## src/rtl/vpa_pkg.sv

```systemverilog
package vpa_pkg;

    localparam int LINE_W   = 9;
    localparam int SCROLL_W = 3;

    typedef logic [LINE_W-1:0]   line_t;
    typedef logic [SCROLL_W-1:0] scroll_t;

    // Edge strobes of the phase clock, one dot-clock cycle wide
    typedef struct packed {
        logic fall;
        logic rise;
    } phase_edge_t;

    // Long-fetch qualification for one scanline
    function automatic logic long_line_hit(
        input line_t   line,
        input scroll_t scroll,
        input logic    enable,
        input line_t   first,
        input line_t   last
    );
        logic in_band;
        in_band = (line >= first) && (line <= last);
        return enable && in_band && (line[SCROLL_W-1:0] == scroll);
    endfunction

endpackage

```

## src/rtl/vpa_phase.sv

```systemverilog
module vpa_phase
    import vpa_pkg::*;
#(
    parameter int CYC_PER_LINE = 63,
    localparam int CYC_W = $clog2(CYC_PER_LINE)
) (
    input  logic             clk,
    input  logic             rst,
    input  logic             phi0,
    input  logic             line_start,
    output phase_edge_t      edge_s,
    output logic             hi_q,
    output logic [CYC_W-1:0] cyc_n
);

    logic             phi0_q;
    logic [CYC_W-1:0] cyc_q;

    always_comb begin
        edge_s.fall = phi0_q & ~phi0;
        edge_s.rise = ~phi0_q & phi0;
    end

    always_comb begin
        if (line_start)
            cyc_n = '0;
        else if (cyc_q == CYC_W'(CYC_PER_LINE - 1))
            cyc_n = '0;
        else
            cyc_n = cyc_q + CYC_W'(1);
    end

    always_ff @(posedge clk) begin
        if (rst) begin
            phi0_q <= phi0;
            hi_q   <= 1'b0;
            cyc_q  <= '0;
        end else begin
            phi0_q <= phi0;
            if (edge_s.fall) begin
                hi_q  <= 1'b0;
                cyc_q <= cyc_n;
            end else if (edge_s.rise) begin
                hi_q <= 1'b1;
            end
        end
    end


    cyc_start_chk: assert property (@(posedge clk) disable iff (rst)
        (edge_s.fall && line_start) |=> (cyc_q == '0));


    cyc_step_chk: assert property (@(posedge clk) disable iff (rst)
        !edge_s.fall |=> $stable(cyc_q));

endmodule

```

## src/rtl/vpa_longline.sv

```systemverilog
module vpa_longline
    import vpa_pkg::*;
#(
    parameter line_t FIRST_LINE = 9'h030,
    parameter line_t LAST_LINE  = 9'h0F7
) (
    input  logic    clk,
    input  logic    rst,
    input  logic    step,
    input  logic    line_start,
    input  line_t   scan_line,
    input  scroll_t fine_scroll,
    input  logic    disp_on,
    output logic    long_now
);

    logic bad_q;
    logic hit;

    always_comb begin
        hit      = long_line_hit(scan_line, fine_scroll, disp_on, FIRST_LINE, LAST_LINE);
        long_now = line_start ? hit : bad_q;
    end

    always_ff @(posedge clk) begin
        if (rst)
            bad_q <= 1'b0;
        else if (step && line_start)
            bad_q <= hit;
    end


    bad_hold_chk: assert property (@(posedge clk) disable iff (rst)
        !(step && line_start) |=> $stable(bad_q));


    bad_off_chk: assert property (@(posedge clk) disable iff (rst)
        (step && line_start && !disp_on) |=> !bad_q);

endmodule

```

## src/rtl/vpa_sched.sv

```systemverilog
module vpa_sched #(
    parameter int LEAD  = 3,
    parameter int LEN_W = 8
) (
    input  logic             clk,
    input  logic             rst,
    input  logic             step,
    input  logic [LEN_W-1:0] req_len,
    output logic             need_q,
    output logic             busy_n
);

    logic [LEAD-1:0][LEN_W-1:0] dly_q;
    logic [LEN_W-1:0]           rem_q;
    logic [LEN_W-1:0]           rem_n;
    logic                       pend_n;

    always_comb begin
        rem_n = ((rem_q != '0) ? (rem_q - LEN_W'(1)) : '0) + dly_q[LEAD-1];
        pend_n = (req_len != '0);
        for (int i = 0; i < LEAD - 1; i++)
            pend_n = pend_n | (dly_q[i] != '0);
        busy_n = (rem_n != '0) | pend_n;
    end

    generate
        for (genvar g = 0; g < LEAD; g++) begin : g_dly
            if (g == 0) begin : g_head
                always_ff @(posedge clk) begin
                    if (rst)
                        dly_q[g] <= '0;
                    else if (step)
                        dly_q[g] <= req_len;
                end
            end else begin : g_tail
                always_ff @(posedge clk) begin
                    if (rst)
                        dly_q[g] <= '0;
                    else if (step)
                        dly_q[g] <= dly_q[g-1];
                end
            end
        end
    endgenerate

    always_ff @(posedge clk) begin
        if (rst) begin
            rem_q  <= '0;
            need_q <= 1'b0;
        end else if (step) begin
            rem_q  <= rem_n;
            need_q <= (rem_n != '0);
        end
    end


    due_fetch_chk: assert property (@(posedge clk) disable iff (rst)
        (step && dly_q[LEAD-1] != '0) |=> need_q);


    queue_hold_chk: assert property (@(posedge clk) disable iff (rst)
        (step && rem_q > LEN_W'(1)) |=> need_q);

endmodule

```

## src/rtl/vpa_arbiter.sv

```systemverilog
module vpa_arbiter
    import vpa_pkg::*;
#(
    parameter int    NUM_SPR      = 8,
    parameter int    CYC_PER_LINE = 63,
    parameter int    MTX_FIRST    = 15,
    parameter int    MTX_LEN      = 40,
    parameter int    SPR_LEN      = 2,
    parameter int    LEAD         = 3,
    parameter line_t FIRST_LINE   = 9'h030,
    parameter line_t LAST_LINE    = 9'h0F7,
    localparam int   CYC_W        = $clog2(CYC_PER_LINE),
    localparam int   LEN_W        = $clog2(MTX_LEN + SPR_LEN * NUM_SPR + 1) + 2
) (
    input  logic               clk,
    input  logic               rst,
    input  logic               phi0,
    input  logic               line_start,
    input  logic [LINE_W-1:0]  scan_line,
    input  logic [SCROLL_W-1:0] fine_scroll,
    input  logic               disp_on,
    input  logic [NUM_SPR-1:0] spr_on,
    input  logic [NUM_SPR-1:0] spr_slot,
    output logic               bus_ready,
    output logic               addr_grant
);

    phase_edge_t      edge_s;
    logic             hi_q;
    logic [CYC_W-1:0] cyc_n;
    logic             long_now;
    logic             mtx_ann;
    logic [LEN_W-1:0] spr_cnt;
    logic [LEN_W-1:0] req_len;
    logic             need_q;
    logic             busy_n;
    logic             ba_q;
    logic             aec_q;

    vpa_phase #(.CYC_PER_LINE(CYC_PER_LINE)) u_phase (
        .clk        (clk),
        .rst        (rst),
        .phi0       (phi0),
        .line_start (line_start),
        .edge_s     (edge_s),
        .hi_q       (hi_q),
        .cyc_n      (cyc_n)
    );

    vpa_longline #(.FIRST_LINE(FIRST_LINE), .LAST_LINE(LAST_LINE)) u_long (
        .clk         (clk),
        .rst         (rst),
        .step        (edge_s.fall),
        .line_start  (line_start),
        .scan_line   (scan_line),
        .fine_scroll (fine_scroll),
        .disp_on     (disp_on),
        .long_now    (long_now)
    );

    // Requests announced in this bus cycle, counted in claimed cycles
    always_comb begin
        mtx_ann = long_now && (cyc_n == CYC_W'(MTX_FIRST - LEAD));
        spr_cnt = '0;
        for (int i = 0; i < NUM_SPR; i++)
            spr_cnt = spr_cnt + LEN_W'(spr_on[i] & spr_slot[i]);
        req_len = (mtx_ann ? LEN_W'(MTX_LEN) : '0) + spr_cnt * LEN_W'(SPR_LEN);
    end

    vpa_sched #(.LEAD(LEAD), .LEN_W(LEN_W)) u_sched (
        .clk     (clk),
        .rst     (rst),
        .step    (edge_s.fall),
        .req_len (req_len),
        .need_q  (need_q),
        .busy_n  (busy_n)
    );

    always_ff @(posedge clk) begin
        if (rst) begin
            ba_q  <= 1'b1;
            aec_q <= 1'b1;
        end else if (edge_s.fall) begin
            ba_q  <= ~busy_n;
            aec_q <= 1'b0;
        end else if (edge_s.rise) begin
            aec_q <= ~need_q;
        end
    end

    assign bus_ready  = ba_q;
    assign addr_grant = aec_q;


    ba_step_only_chk: assert property (@(posedge clk) disable iff (rst)
        !edge_s.fall |=> $stable(ba_q));


    aec_edge_only_chk: assert property (@(posedge clk) disable iff (rst)
        !(edge_s.fall || edge_s.rise) |=> $stable(aec_q));


    aec_low_half_chk: assert property (@(posedge clk) disable iff (rst)
        edge_s.fall |=> !aec_q);


    aec_needs_stall_chk: assert property (@(posedge clk) disable iff (rst)
        (hi_q && !aec_q) |-> !ba_q);

endmodule

```

## config.mk

```make
export PLATFORM = sky130hd
export DESIGN_NAME = vpa_arbiter
export DESIGN_NICKNAME = d
export VERILOG_FILES = /design/src/rtl/vpa_pkg.sv /design/src/rtl/vpa_phase.sv /design/src/rtl/vpa_longline.sv /design/src/rtl/vpa_sched.sv /design/src/rtl/vpa_arbiter.sv
export SDC_FILE = /design/constraint.sdc
export NUM_CORES = 1
export LEC_CHECK = 0
export ABC_AREA = 1
export ABC_CLOCK_PERIOD_IN_PS = 9130
export BUFFER_PORTS_ARGS = -buffer_cell sky130_fd_sc_hd__buf_4
export CAP_MARGIN = 20
export CORE_MARGIN = 4
export CORE_UTILIZATION = 50
export DETAILED_ROUTE_END_ITERATION = 10
export GPL_ROUTABILITY_DRIVEN = 0
export PLACE_DENSITY = 0.72
export SETUP_SLACK_MARGIN = 0.15
export SYNTH_ARGS = -nofsm -noshare
export SYNTH_HDL_FRONTEND = slang
export SYNTH_SLANG_ARGS = --single-unit
```

## constraint.sdc

```tcl
create_clock -name clk -period 9.13 [get_ports clk]
set_clock_uncertainty 0.05 [all_clocks]
set_input_delay 1.826 -clock clk [delete_from_list [all_inputs] [get_ports clk]]
set_output_delay 1.826 -clock clk [all_outputs]
set_load 0.005 [all_outputs]
```

==> results of run 1 <==
-- path summary, 6_finish.rpt --
kind | start | endpoint
hold reg to reg | u_sched.need_q | addr_grant
setup reg to reg | u_sched.rem_q[0] | bus_ready
setup / recovery | spr_on[0] | bus_ready
hold / removal | u_sched.need_q | addr_grant
-- metrics by stage --
stage	instances	total power, W	setup slack (ns)	cell area (sq um)
2_1_floorplan	349	0.0002767	3.779	2361
3_3_place_gp	426	0.0003099	3.588	2649
3_5_place_dp	426	0.0003130	3.466	2649
4_1_cts	433	0.0004265	3.760	2735
5_1_grt	433	0.0004561	3.484	2735
6_report	433	0.0004238	3.781	2735
-- power by group through the flow --
| stage | Clock [W] | Sequential, W | Combinational [W] |
|---|---|---|---|
| 5_1_grt | 0.000124 | 0.000180 | 0.000151 |
| 4_1_cts | 0.000117 | 0.000179 | 0.000131 |
| 3_5_place_dp | 0 | 0.000183 | 0.000130 |
| 3_3_place_gp | 0 | 0.000183 | 0.000127 |
| 2_1_floorplan | 0 | 0.000181 | 0.0000957 |
| 6_report | 0.000114 | 0.000179 | 0.000131 |
-- flip-flops by register name, indices dropped and copies added, names as in the netlist --
name            cells
addr_grant          1
bus_ready           1
u_long.bad_q        1
u_phase.cyc_q       6
u_phase.phi0_q      1
u_sched.dly_q      18
u_sched.need_q      1
u_sched.rem_q       8
-- cell families after synthesis --
family / Yosys count / synth area share [%]
AOI/OAI and AO/OA: 62 / 13.83
buffers and inverters: 67 / 10.76
and+or+nand+nor: 159 / 30.21
DFF: 37 / 31.37
xor gates and xnor gates: 3 / 1.113
adders and majority gates: 21 / 12.72
-- cells in the mapped netlist (all sizes together) --
cell	n	share of area, %
xnor2	1	0.37
or2	1	0.27
xor2	2	0.74
a21oi	22	4.7
nor4	4	1.1
a21o	1	0.32
nand2b	1	0.27
nand3	23	5.5
o21ai	33	7.0
nand2	57	9.2
nor3b	2	0.64
o211ai	3	0.95
dfxtp	37	31
inv	57	9.1
o31ai	1	0.32
a211oi	1	0.32
a31oi	1	0.27
ha	16	8.5
fa	5	4.2
clkbuf	7	1.1
nor2	62	11
buf	3	0.58
nand4	5	1.3
nor3	4	0.85
-- worst reg2reg max path: cells and delay by family, from the launching register on --
| family | cells | cell delay, ns |
|---|---|---|
| AOI/OAI and AO/OA | 4 | 0.50 |
| adders and majority gates | 2 | 0.53 |
| buffers and inverters | 3 | 0.30 |
| DFF | 1 | 0.31 |
| and+or+nand+nor | 8 | 0.96 |
-- cell type report --
cell class | count | area [sq um]
clock buffers | 7 | 86.33
fillers | 432 | 1739
inverters | 57 | 214.0
multi-input cells | 245 | 1366
flip-flops and latches | 37 | 740.7
well taps | 52 | 65.06
repair buffers | 35 | 262.8
-- metal layers --
layer / vias to the layer above / GRT usage, % / wire length, um
met5: - / 0 / 0
met4: 0 / 6.522 / 81
met3: 9 / 3.630 / 206
met2: 43 / 27.87 / 2277
met1: 975 / 24.22 / 2349
li1: 1182 / - / -
==> reports/results.ini, run 1 <==
[routing]
vias=2209
antenna_left=0
wl_mm=4.914
drc=0
initialDrtViolationCount=121
wl_per_cell_um=11.35
first_pass_iters=4
viasPerCell=5.102

[sta]
finalCritPeriodShare_pct=58.59
rsz0062_at_grt=no
tightest_slew_ns=0.8955
slew_violations=0
slew_headroom_pct=40.23
whs_ns=0.3836
fmax_mhz=186.9
finalHoldViolations=0
finalSetupViolCount=0
setup_tns_ns=0
min_period_ns=5.349

[power]
clkPwrFrac_pct=26.8
switchingPower_w=0.0001379
p_sw_share_pct=32.53
leakage_nw=1.430
p_seq_share_pct=42.3
comb_power_share_pct=30.9
p_int_w=0.0002859
p_per_area_mw_per_mm2=155.0
ir_drop_v=0.00009644

[setup_path]
path_buf_inv=5
rrSetupSlack_ns=6.45
cp_num_cells=20
cp_slowest_cell=fa_1
cp_top_family=adder cells
path_class=in -> reg
reg2regPathDepth=17
end_kind=register
crit_required_ns=9.31
path_common_cell=nand2_1
critPathLaunchType=input pin
crit_chain=buf_4, nand2_1, inv_1, fa_1, inv_1, fa_1, fa_1, inv_1, ha_1, fa_1, xor2_1, ha_1, ha_1, nor4_1, nand2_1, nor2_1, nand2_1, inv_1, nand2_1, nand2_1
critPathMaxFanout=2
critPathMaxStageDelay_ns=0.54
cp.arrival_ns=5.53

[place]
io_buffer_count=34
dp_hpwl_mm=3.742

[layout]
antenna_cells=0
syn2layout_area_growth_pct=15.85
utilization_pct=61.13
finalNetCount=435
layout_common_cells=nand2_1 (56), inv_1 (56), nor2_1 (56)
drive_above_1_share_pct=13.65

[global_routing]
grtUsageTotal_pct=17.83
grt_pass1_wl_mm=8.721
grt.overflow.total=0
antenna_found_initial=0
grt_max_degree=39
grt_pass1_vias=1996

[flow_run]
maxCapViolations=0

[floorplan]
rows=24
ios=35
die_area_sq_mm=0.005885
core-area_sq_mm=0.004474
start_util_pct=52.77
die_h_um=76.72
die_x_um=76.72

[outcome]
run_status=finished, final reports clean

[clock_network]
ctsHoldBuffers=0
post_cts_resized=0
root_buffer=clkbuf_8
cts.path.max_buffers=2
cts_tree=done
insertion_delay_ns=0.28
htreeDepth=2
path_clk_slew_ns=0.07
postCtsSetupBuffers=0
cts_sinks=37
cts_buffers=5

[synthesis]
synth_cell_types=31
syn_area_per_cell_sq_um=6.765
synth_warnings=0
ys_ff_latch=37
synthesis.area_sq_mm=0.002361
syn_nets=403
synth_cells=349
ys_seq_area_share_pct=31.37

[min_path]
hold_depth=1
hold_path_class=reg -> reg

No activity file was read; power rests on OpenSTA's default activity.
==> inputs of run 2 (changes only) <==
- ABC_CLOCK_PERIOD_IN_PS: 9130 -> 5100
- clock period: 9.13 -> 5.1 ns (I/O delays scaled with it)
==> reports/results.ini, run 2 (same netlist as run 1, synthesis figures left out) <==
[clock_network]
path_clk_slew_ns=0.07
cts_sinks=37
ctsHoldBuffers=0
cts_buffers=5
insertion_delay_ns=0.29
root_buffer=clkbuf_8
post_cts_resized=0
cts_tree=done
cts.path.max_buffers=2
postCtsSetupBuffers=0
htreeDepth=2

[sta]
slew_headroom_pct=42.17
fmax_mhz=220.9
setup_tns_ns=0
finalHoldViolations=0
fin_ws_ns=0.5733
min_period_ns=4.527
finalSetupViolCount=0
slew_violations=0
tightest_slew_ns=0.8664
rsz0062_at_grt=no
finalCritPeriodShare_pct=88.76

[layout]
multi_input_area_sq_mm=0.001366
fillers=423
finalNetCount=435
largest_register=u_sched.dly_q
layout_common_cells=nand2_1 (56), inv_1 (56), nor2_1 (56)
largest_reg_flops=18
syn2layout_area_growth_pct=15.85
regArea_sq_um=740.7
drive_above_1_share_pct=13.65
top_regs=u_sched.dly_q x18, u_sched.rem_q x8, u_phase.cyc_q x6
antenna_cells=0

[place]
dp_hpwl_mm=3.718
dpl_worst_slack_ns=0.2533
io_buffer_count=34

[floorplan]
ios=35
die_x_um=76.72
start_util_pct=52.77
die_h_um=76.72
rows=24
die_area_sq_mm=0.005885
core-area_sq_mm=0.004474

[setup_path]
path_common_cell=nand2_1
critPathLaunchType=input pin
critPathMaxFanout=2
cp_top_family=adder cells
r2r_end=bus_ready
crit_chain=buf_4, nand2_1, inv_1, fa_1, inv_1, fa_1, fa_1, inv_1, ha_1, fa_1, xor2_1, ha_1, ha_1, nor4_1, nand2_1, nor2_1, nand2_1, inv_1, nand2_1, nand2_1
path_buf_inv=5
crit_required_ns=5.29
reg2regPathDepth=17
path_class=in -> reg
cp.arrival_ns=4.71
end_kind=register
critPathMaxStageDelay_ns=0.54
cp_slowest_cell=fa_1
rrSetupSlack_ns=2.44
timing.rr.start=u_sched.rem_q[0]

[routing]
wl_per_cell_um=11.31
wl_mm=4.898
vias=2177
wl_met3_um=181
dr_wl_met2_mm=2.232
routed.top_layer=met4
antenna_left=0
viasPerCell=5.028
drt-met1-wl_mm=2.422
initialDrtViolationCount=101
drc=0
first_pass_iters=4

[flow_run]
maxCapViolations=0

[power]
p_seq_share_pct=42.3
clkPwrFrac_pct=27.2
switchingPower_w=0.0002477
p_per_area_mw_per_mm2=277.6
ir_drop_v=0.0001963
p_int_w=0.0005117
comb_power_share_pct=30.6
leakage_nw=1.430
p_sw_share_pct=32.62

[outcome]
run_status=finished, final reports clean

[min_path]
hold_depth=1
min_to=addr_grant
hold_path_class=reg -> reg
hp-start=u_sched.need_q

[global_routing]
grtUsageTotal_pct=17.68
grt_max_degree=39
grt_pass1_wl_mm=8.514
antenna_found_initial=0
grt_pass1_vias=1931
grt.overflow.total=0

[run 2: area by class of cell]
type                            count  area share, %
Inverter                           57          7.823
Timing Repair Buffer               35          9.607
Clock buffer                        7          3.156
Multi-Input combinational cell    245          49.95
Sequential cell                    37          27.08
Tap cell                           52          2.379
[run 2: metal layers]
metal	global-route usage [%]	vias to the layer above
met4	4.891	0
li1	-	1183
met5	0	-
met1	22.97	957
met2	28.92	32
met3	4.567	5
[run 2: worst max-delay path by stage]
stage                    from   endpoint  slack, ns  cells after the start
global placement    spr_on[0]  bus_ready       0.36                     20
detailed placement  spr_on[0]  bus_ready       0.25                     20
global route        spr_on[0]  bus_ready       0.27                     20
CTS                 spr_on[0]  bus_ready       0.56                     20
finish              spr_on[0]  bus_ready       0.57                     20
floorplan           spr_on[0]  bus_ready       0.55                     19
[run 2: power groups by stage]
stage	logic, W	clock network (W)	registers [W]
after global routing	0.000270	0.000224	0.000323
after detailed placement	0.000231	0	0.000327
after CTS	0.000232	0.000211	0.000321
after global placement	0.000227	0	0.000327
after floorplan	0.000171	0	0.000324
final	0.000232	0.000206	0.000321
[run 2: worst register-to-register path, delay by kind of cell, from the launching register on]
family / cells / cell delay [ns]
AOI/OAI and AO/OA: 4 / 0.52
DFF: 1 / 0.31
adders and majority gates: 2 / 0.53
buffers and inverters: 3 / 0.29
and+or+nand+nor: 8 / 0.91
[run 2: metrics by stage]
stage / area [sq um] / util [%] / instances / power [W] / hold slack, ns
2_1_floorplan: 2361 / - / 349 / 0.0004953 / 0.3638
3_3_place_gp: 2649 / 59.20 / 426 / 0.0005544 / 0.3818
3_5_place_dp: 2649 / 59.20 / 426 / 0.0005586 / 0.3775
4_1_cts: 2735 / 61.13 / 433 / 0.0007647 / 0.3869
5_1_grt: 2735 / 61.13 / 433 / 0.0008178 / 0.3959
6_report: 2735 / 61.13 / 433 / 0.0007593 / 0.3850
